[src/rtl/dr_pkg.sv]
package dr_pkg;

  // Number of signals left after `lvl` merge levels of up to four inputs each
  function automatic int unsigned tree_width(int unsigned n, int unsigned lvl);
    int unsigned w;
    w = n;
    for (int unsigned i = 0; i < lvl; i++) w = (w + 3) / 4;
    return w;
  endfunction

  // Levels needed to merge n acknowledges down to one (ceil(log4 n))
  function automatic int unsigned tree_depth(int unsigned n);
    int unsigned w;
    int unsigned d;
    w = n;
    d = 0;
    while (w > 1) begin
      w = (w + 3) / 4;
      d++;
    end
    return d;
  endfunction

endpackage

[src/rtl/dr_hyst_gate.sv]
module dr_hyst_gate #(
  parameter int unsigned W   = 2,
  parameter bit          RST = 1'b0
) (
  input  logic         clk,
  input  logic         rst_n,
  input  logic [W-1:0] in,
  output logic         out
);
  // All-of-W threshold with hysteresis: set when every input is high,
  // clear when every input is low, hold otherwise.
  always_ff @(posedge clk or negedge rst_n) begin
    if (!rst_n)        out <= RST;
    else if (&in)      out <= 1'b1;
    else if (!(|in))   out <= 1'b0;
  end

  a_r9_hold_on_mixed: assert property (@(posedge clk) disable iff (!rst_n)
    ((|in) && !(&in)) |=> $stable(out));
endmodule

[src/rtl/dr_rail_cell.sv]
module dr_rail_cell #(
  parameter bit RST_DATA = 1'b0,
  parameter bit RST_BIT  = 1'b0
) (
  input  logic clk,
  input  logic rst_n,
  input  logic ki,
  input  logic in_r1,
  input  logic in_r0,
  output logic q_r1,
  output logic q_r0,
  output logic ack
);
  localparam bit RST_R1 = RST_DATA &  RST_BIT;
  localparam bit RST_R0 = RST_DATA & !RST_BIT;

  dr_hyst_gate #(.W(2), .RST(RST_R1)) u_r1 (
    .clk(clk), .rst_n(rst_n), .in({in_r1, ki}), .out(q_r1));

  dr_hyst_gate #(.W(2), .RST(RST_R0)) u_r0 (
    .clk(clk), .rst_n(rst_n), .in({in_r0, ki}), .out(q_r0));

  // High while the bit holds NULL (asks for data), low while it holds DATA
  assign ack = ~(q_r1 | q_r0);
endmodule

[src/rtl/dr_cmpl_tree.sv]
module dr_cmpl_tree #(
  parameter int unsigned N   = 8,
  parameter bit          RST = 1'b1
) (
  input  logic         clk,
  input  logic         rst_n,
  input  logic [N-1:0] ack,
  output logic         ko
);
  localparam int unsigned DEPTH = dr_pkg::tree_depth(N);

  generate
    if (DEPTH == 0) begin : g_flat
      assign ko = ack[0];
    end else begin : g_tree
      for (genvar l = 0; l < DEPTH; l++) begin : g_lvl
        localparam int unsigned IW = dr_pkg::tree_width(N, l);
        localparam int unsigned OW = dr_pkg::tree_width(N, l + 1);
        logic [IW-1:0] lin;
        logic [OW-1:0] lout;

        if (l == 0) begin : g_src
          assign lin = ack;
        end else begin : g_src
          assign lin = g_lvl[l-1].lout;
        end

        for (genvar g = 0; g < OW; g++) begin : g_grp
          localparam int unsigned BASE = 4 * g;
          localparam int unsigned SZ   = (IW - BASE > 4) ? 4 : (IW - BASE);
          if (SZ == 1) begin : g_pass
            assign lout[g] = lin[BASE];
          end else begin : g_gate
            dr_hyst_gate #(.W(SZ), .RST(RST)) u_gate (
              .clk(clk), .rst_n(rst_n), .in(lin[BASE +: SZ]), .out(lout[g]));
          end
        end
      end
      assign ko = g_lvl[DEPTH-1].lout[0];
    end
  endgenerate
endmodule

[src/rtl/dr_reg_stage.sv]
module dr_reg_stage #(
  parameter int unsigned N        = 8,
  parameter bit          RST_DATA = 1'b0,
  parameter logic [N-1:0] RST_VAL = '0
) (
  input  logic         clk,
  input  logic         rst_n,
  input  logic         ki,
  input  logic [N-1:0] din_r1,
  input  logic [N-1:0] din_r0,
  output logic [N-1:0] dout_r1,
  output logic [N-1:0] dout_r0,
  output logic         ko
);
  logic [N-1:0] bit_ack;
  logic [N-1:0] held;

  generate
    for (genvar i = 0; i < N; i++) begin : g_bit
      dr_rail_cell #(.RST_DATA(RST_DATA), .RST_BIT(RST_VAL[i])) u_cell (
        .clk(clk), .rst_n(rst_n), .ki(ki),
        .in_r1(din_r1[i]), .in_r0(din_r0[i]),
        .q_r1(dout_r1[i]), .q_r0(dout_r0[i]),
        .ack(bit_ack[i]));
    end
  endgenerate

  dr_cmpl_tree #(.N(N), .RST(!RST_DATA)) u_tree (
    .clk(clk), .rst_n(rst_n), .ack(bit_ack), .ko(ko));

  assign held = dout_r1 | dout_r0;

  // a bit leaves NULL only under a data request
  a_r2_data_on_rfd: assert property (@(posedge clk) disable iff (!rst_n)
    (|(held & ~$past(held))) |-> $past(ki));

  // a bit returns to NULL only under a null request
  a_r3_null_on_rfn: assert property (@(posedge clk) disable iff (!rst_n)
    (|(~held & $past(held))) |-> !$past(ki));

  // the word acknowledge drops only once the whole word is DATA
  a_r5_ko_fall_full: assert property (@(posedge clk) disable iff (!rst_n)
    $fell(ko) |-> (&held));

  // the word acknowledge rises only once the whole word is NULL
  a_r6_ko_rise_empty: assert property (@(posedge clk) disable iff (!rst_n)
    $rose(ko) |-> !(|held));
endmodule

[config.mk]
export PLATFORM = sky130hd
export DESIGN_NAME = dr_reg_stage
export DESIGN_NICKNAME = d
export VERILOG_FILES = /design/src/rtl/dr_pkg.sv /design/src/rtl/dr_hyst_gate.sv /design/src/rtl/dr_rail_cell.sv /design/src/rtl/dr_cmpl_tree.sv /design/src/rtl/dr_reg_stage.sv
export SDC_FILE = /design/constraint.sdc
export NUM_CORES = 1
export LEC_CHECK = 0
export ABC_AREA = 1
export BUFFER_PORTS_ARGS = -buffer_cell sky130_fd_sc_hd__buf_4
export CAP_MARGIN = 20
export CORE_ASPECT_RATIO = 2
export CORE_UTILIZATION = 37
export DETAILED_ROUTE_END_ITERATION = 6
export PLACE_DENSITY = 0.6
export SETUP_SLACK_MARGIN = 0.02
export SLEW_MARGIN = 20
export SYNTH_ARGS = -nofsm -noshare
export SYNTH_HDL_FRONTEND = slang
export SYNTH_SLANG_ARGS = --single-unit
[constraint.sdc]
create_clock -name clk -period 1.4 [get_ports clk]
set_clock_uncertainty 0.05 [all_clocks]
set_input_delay 0.07 -clock clk [delete_from_list [all_inputs] [get_ports clk]]
set_output_delay 0.07 -clock clk [all_outputs]
set_load 0.1 [all_outputs]
==> impl_metrics.yaml, run 1 <==
outcome:
  status: "complete, no violations"
synth:
  synth_fp_nets: 125
  synth.top_cells.by_area: "dfrtp_1, ha_1, mux2_2"
  synthCells: 89
  ys_seq_area_frac: 0.4423
  synthDistinctLibCells: 8
  synth-adder-area-share: 0.1963
  synth_top_area_share: 0.3695
  yosysWarningCount: 0
  synth_top_family_by_area: "adder cells"
  synthSimpleGateAreaFrac: 0.07390
  synth_seq_cells: 19
  synth_area_um2: 1084
  muxShareOfSynthArea: 0.1767
  synth-compound-area-share: 0
  yosys.area_share.xor_xnor: 0
  postSynthAreaPerCell_um2: 12.17
  yosysTopAreaCell: "dfrtp_1"
sta:
  period_share: 0.8460
  hold_viol: 0
  setup_viol: 0
  drv_slew: 0
  grt_setup_unrepaired: "false"
  finalCriticalPeriod_ns: 1.184
  tightest_slew_ns: 0.2791
  tns_ns: 0
  timing.fmax_mhz: 844.3
  maxSlewHeadroom: 0.8155
  whs_ns: 0.1237
clocking:
  post_cts_buffers: 0
  cts.sinks: 19
  cts_max_level: 1
  holdBufCountCts: 1
  cts_root_buffer: "clkbuf_8"
  cts_tree: "built"
  cts_resized: 0
  clk_latency_ns: 0.25
  clk_pin_slew_ns: 0.07
  cts_buffers: 3
  clockBufferDepth: 2
power_and_ir_drop:
  leakage_nw: 0.6894
  power_density_nw_per_um2: 1576
  irDropWorstVdd_v: 0.0007896
setup_path:
  critPathLaunchType: "flip-flop"
  cp-end-kind: "output pin"
  max_stage_delay_ns: 0.53
  cp_max_fo: 2
  crit_arrival_ns: 1.06
  cp_num_buf_inv: 1
  cp_top_family: "flip-flops"
  path_cells: "buf_4"
  r2r_cells: 2
  worstSetupPathDepth: 1
  path_class: "flip-flop to output pin"
  cp.required_ns: 1.28
  critPathSlowestCell: "dfstp_2"
floorplan:
  rows: 27
  start_util: 0.3911
  die_w_um: 40.27
  die_height_um: 78.53
  io_pins: 36
  core-area_um2: 2770
  fp.dieArea_um2: 3162
run:
  cap_violations: 0
global_route:
  first_global_vias: 649
  grt-ovfl-total: 0
  grt_pass1_wl_mm: 2.718
  grt_start_max_net_pins: 20
  grt.total_usage: 0.1267
  antenna_found_initial: 0
placement:
  port_buffers: 35
  gp_congestion: 0.6768
  dp_hpwl_mm: 1.418
route:
  wl_per_cell_um: 12.73
  dr.pass1.iters: 4
  drc: 0
  vias_per_cell: 4.901
  ant_nets: 0
  first_iter_violations: 2
  via_count: 696
  wirelength_mm: 1.807
worst_hold_path:
  holdPathStages: 3
  hp-class: "primary input to flip-flop"
cells_and_area:
  final_net_count: 150
  drive_above_1_share: 0.5133
  n_antenna_cell: 0
  syn2layout_area_growth_pct: 21.59
==> cell type report <==
type | count | area, um^2
Timing Repair Buffer | 36 | 272.8
Fill cell | 272 | 1453
Clock buffer | 4 | 45.04
Tap cell | 29 | 36.28
Sequential cell | 19 | 479.2
Multi-Input combinational cell | 54 | 484.2
==> logic make-up after synthesis <==
logic type	after synthesis
DFF	19
muxes	17
buffers and inverters	16
adders and majority gates	17
and+or+nand+nor	20
==> state kept, by name, indices dropped and copies added, names as in the netlist <==
signal and count:
g_bit.u_cell.u_r0.out 8, g_bit.u_cell.u_r1.out 8, u_tree.g_tree.g_lvl.g_grp.g_gate.u_gate.out 3
==> worst paths after layout <==
kind                                                   endpoint      start  slack, ns
hold / removal             g_bit[2].u_cell.u_r0.out$_DFFE_PN0P_  din_r0[2]       0.12
min in group asynchronous  g_bit[6].u_cell.u_r1.out$_DFFE_PN0P_      rst_n       0.18
setup / recovery                                             ko  flip-flop       0.22
hold reg to reg                                       flip-flop  flip-flop       0.42
max in group asynchronous                             async pin      rst_n       0.85
setup reg to reg                                      flip-flop  flip-flop       0.25
==> power by group <==
| part | internal, mW | switching [mW] | total, mW |
|---|---|---|---|
| registers | 0.675 | 0.0657 | 0.740 |
| clock network | 0.202 | 0.173 | 0.375 |
| logic | 0.265 | 0.696 | 0.961 |
==> metrics by stage <==
step / instance area [um^2] / util / power (mW) / setup WS [ns] / std cells
floorplan: 1084 / - / 1.578 / 0.2160 / 89
global placement: 1262 / 0.4557 / 1.702 / 0.2745 / 137
detailed placement: 1262 / 0.4557 / 1.723 / 0.2539 / 137
CTS: 1318 / 0.4756 / 2.104 / 0.2070 / 142
global route: 1318 / 0.4756 / 2.176 / 0.1827 / 142
finish: 1318 / 0.4756 / 2.076 / 0.2156 / 142
==> synth_stat cells (all sizes together) <==
cell type / n
buf: 16
dfrtp: 16
nand2: 6
dfstp: 3
mux2: 17
nand4: 2
nor2: 12
ha: 17
==> cells in the final DEF (no fill, tap or decap), drive strengths merged <==
cell and n:
buf 35, mux2 17, ha 17, dfrtp 16, nor2 12, nand2 6
clkbuf 4, dfstp 3, nand4 2, dlygate4sd3 1
==> worst reg2reg max path: stages, from the launching register on <==
cell,delay [ns]
dfstp_2,0.53
ha_1,0.23
mux2_2,0.27
==> layer usage <==
| metal | global-route usage | vias up | share of wire | wire, um |
|---|---|---|---|---|
| met5 | 0 | - | 0 | 0 |
| li1 | - | 339 | - | - |
| met2 | 0.2129 | 17 | 0.57 | 1034 |
| met4 | 0.07000 | 0 | 0.0094 | 17 |
| met3 | 0.02542 | 2 | 0.039 | 71 |
| met1 | 0.1360 | 338 | 0.38 | 683 |
(Power assumes the default switching activity.)
==> run 2: changes to the inputs <==
- clock period: 1.4 -> 1.2 ns (I/O delays scaled with it)
==> impl_metrics.yaml, run 2 (same netlist as run 1, synthesis figures left out) <==
route:
  first_iter_violations: 6
  vias_per_cell: 4.867
  wl_per_cell_um: 12.62
  dr.pass1.iters: 2
  wirelength_mm: 1.804
  drc: 0
  via_count: 696
  ant_nets: 0
floorplan:
  fp.dieArea_um2: 3162
  die_w_um: 40.27
  core-area_um2: 2770
  die_height_um: 78.53
  start_util: 0.3911
  rows: 27
  io_pins: 36
sta:
  grt_setup_unrepaired: "true"
  tightest_slew_ns: 0.2795
  finalCriticalPeriod_ns: 1.175
  tns_ns: 0
  setup_viol: 0
  timing.fmax_mhz: 851.1
  drv_slew: 0
  maxSlewHeadroom: 0.8152
  period_share: 0.9791
  hold_viol: 0
global_route:
  grt.total_usage: 0.1363
  antenna_found_initial: 0
  grt_pass1_wl_mm: 2.953
  grt_start_max_net_pins: 20
  first_global_vias: 722
  grt-ovfl-total: 0
cells_and_area:
  n_antenna_cell: 0
  layout_common_cells: "buf_4, mux2_2, ha_1, dfrtp_1, nor2_1"
  final_common_cell: "buf_4"
  drive_above_1_share: 0.5263
  reg_top3: "g_bit.u_cell.u_r0.out: 8 flops, g_bit.u_cell.u_r1.out: 8 flops, u_tree.g_tree.g_lvl.g_grp.g_gate.u_gate.out: 3 flops"
  syn2layout_area_growth_pct: 25.29
  final_net_count: 151
clocking:
  clk_latency_ns: 0.25
  clk_pin_slew_ns: 0.07
  cts.sinks: 19
  cts_buffers: 3
  clockBufferDepth: 2
  cts_root_buffer: "clkbuf_8"
  cts_tree: "built"
  cts_max_level: 1
setup_path:
  cp-end-kind: "flip-flop"
  r2r_cells: 2
  cp.required_ns: 1.34
  critPathSlowestCell: "dfstp_2"
  critPathLaunchType: "flip-flop"
  max_stage_delay_ns: 0.56
  crit_arrival_ns: 1.31
  path_class: "flip-flop to flip-flop"
  rrSetupSlack_ns: 0.03
  path_cells: "ha_4, mux2_4"
  cp_max_fo: 2
  cp_num_buf_inv: 0
  cp_top_family: "flip-flops"
placement:
  port_buffers: 35
  gp_congestion: 0.6973
  dp_hpwl_mm: 1.386
outcome:
  status: "complete, no violations"
power_and_ir_drop:
  leakage_nw: 0.7043
  finalPower_mw: 2.579
  power_density_nw_per_um2: 1900
  irDropWorstVdd_v: 0.0007540
run:
  cap_violations: 0
worst_hold_path:
  hp-class: "primary input to flip-flop"
  holdPathStages: 3
  hold_start: "din_r0[1]"
  hold_end: "g_bit[1].u_cell.u_r0.out$_DFFE_PN0P_"
-- run 2: cell count changes in the layout (fill, tap and decap cells not counted), sizes merged --
| cell | delta |
|---|---|
| buf | +1 |
-- run 2: worst max path at each step --
stage	from	end	cells past startpoint	slack [ns]
global placement	flip-flop	flip-flop	2	0.08
finish	flip-flop	flip-flop	2	0.03
detailed placement	flip-flop	flip-flop	2	0.05
global route	flip-flop	flip-flop	2	0.009
floorplan	flip-flop	flip-flop	2	0.08
CTS	flip-flop	ko	1	0.03
-- run 2: timing repair --
action | CTS | global route
gates resized for setup | 3 | 2
pin swaps | 0 | 1
setup buffers | 0 | 1
hold endpoints to repair | 19 | 0
hold buffers | 1 | 0
endpoints found under the setup margin | 1 | 2
-- run 2: worst reg2reg max path, cell delays in order, from the launching register on --
cell	delay (ns)
dfstp_2	0.56
ha_4	0.21
mux2_4	0.29
-- run 2: routing by layer --
layer / vias up / global-route usage / wire length [um]
li1: 339 / - / -
met1: 335 / 0.1429 / 654
met2: 18 / 0.2355 / 1039
met3: 4 / 0.01695 / 64
met4: 0 / 0.08000 / 46
met5: - / 0 / 0
-- run 2: cell type report --
class	count	area, um^2
clock buffers	4	45.04
fillers	269	1413
multi-input cells	54	500.5
flip-flops and latches	19	483.0
well taps	29	36.28
repair buffers	37	292.8
-- run 2: metrics by stage --
step	worst slack, ns	std cells	area, um^2	util	hold WS [ns]
floorplan	0.08213	89	1087	-	-0.2856
global placement	0.07628	137	1266	0.4571	-0.1007
detailed placement	0.05006	137	1266	0.4571	-0.09653
CTS	0.02781	142	1334	0.4815	0.1029
global route	0.008727	143	1358	0.4901	0.1175
finish	0.02504	143	1358	0.4901	0.1096
-- run 2: power by group --
group / switching [mW] / internal (mW) / total (mW)
clock network: 0.206 / 0.236 / 0.442
registers: 0.0975 / 0.801 / 0.898
logic: 0.824 / 0.415 / 1.24
total: 1.13 / 1.45 / 2.58
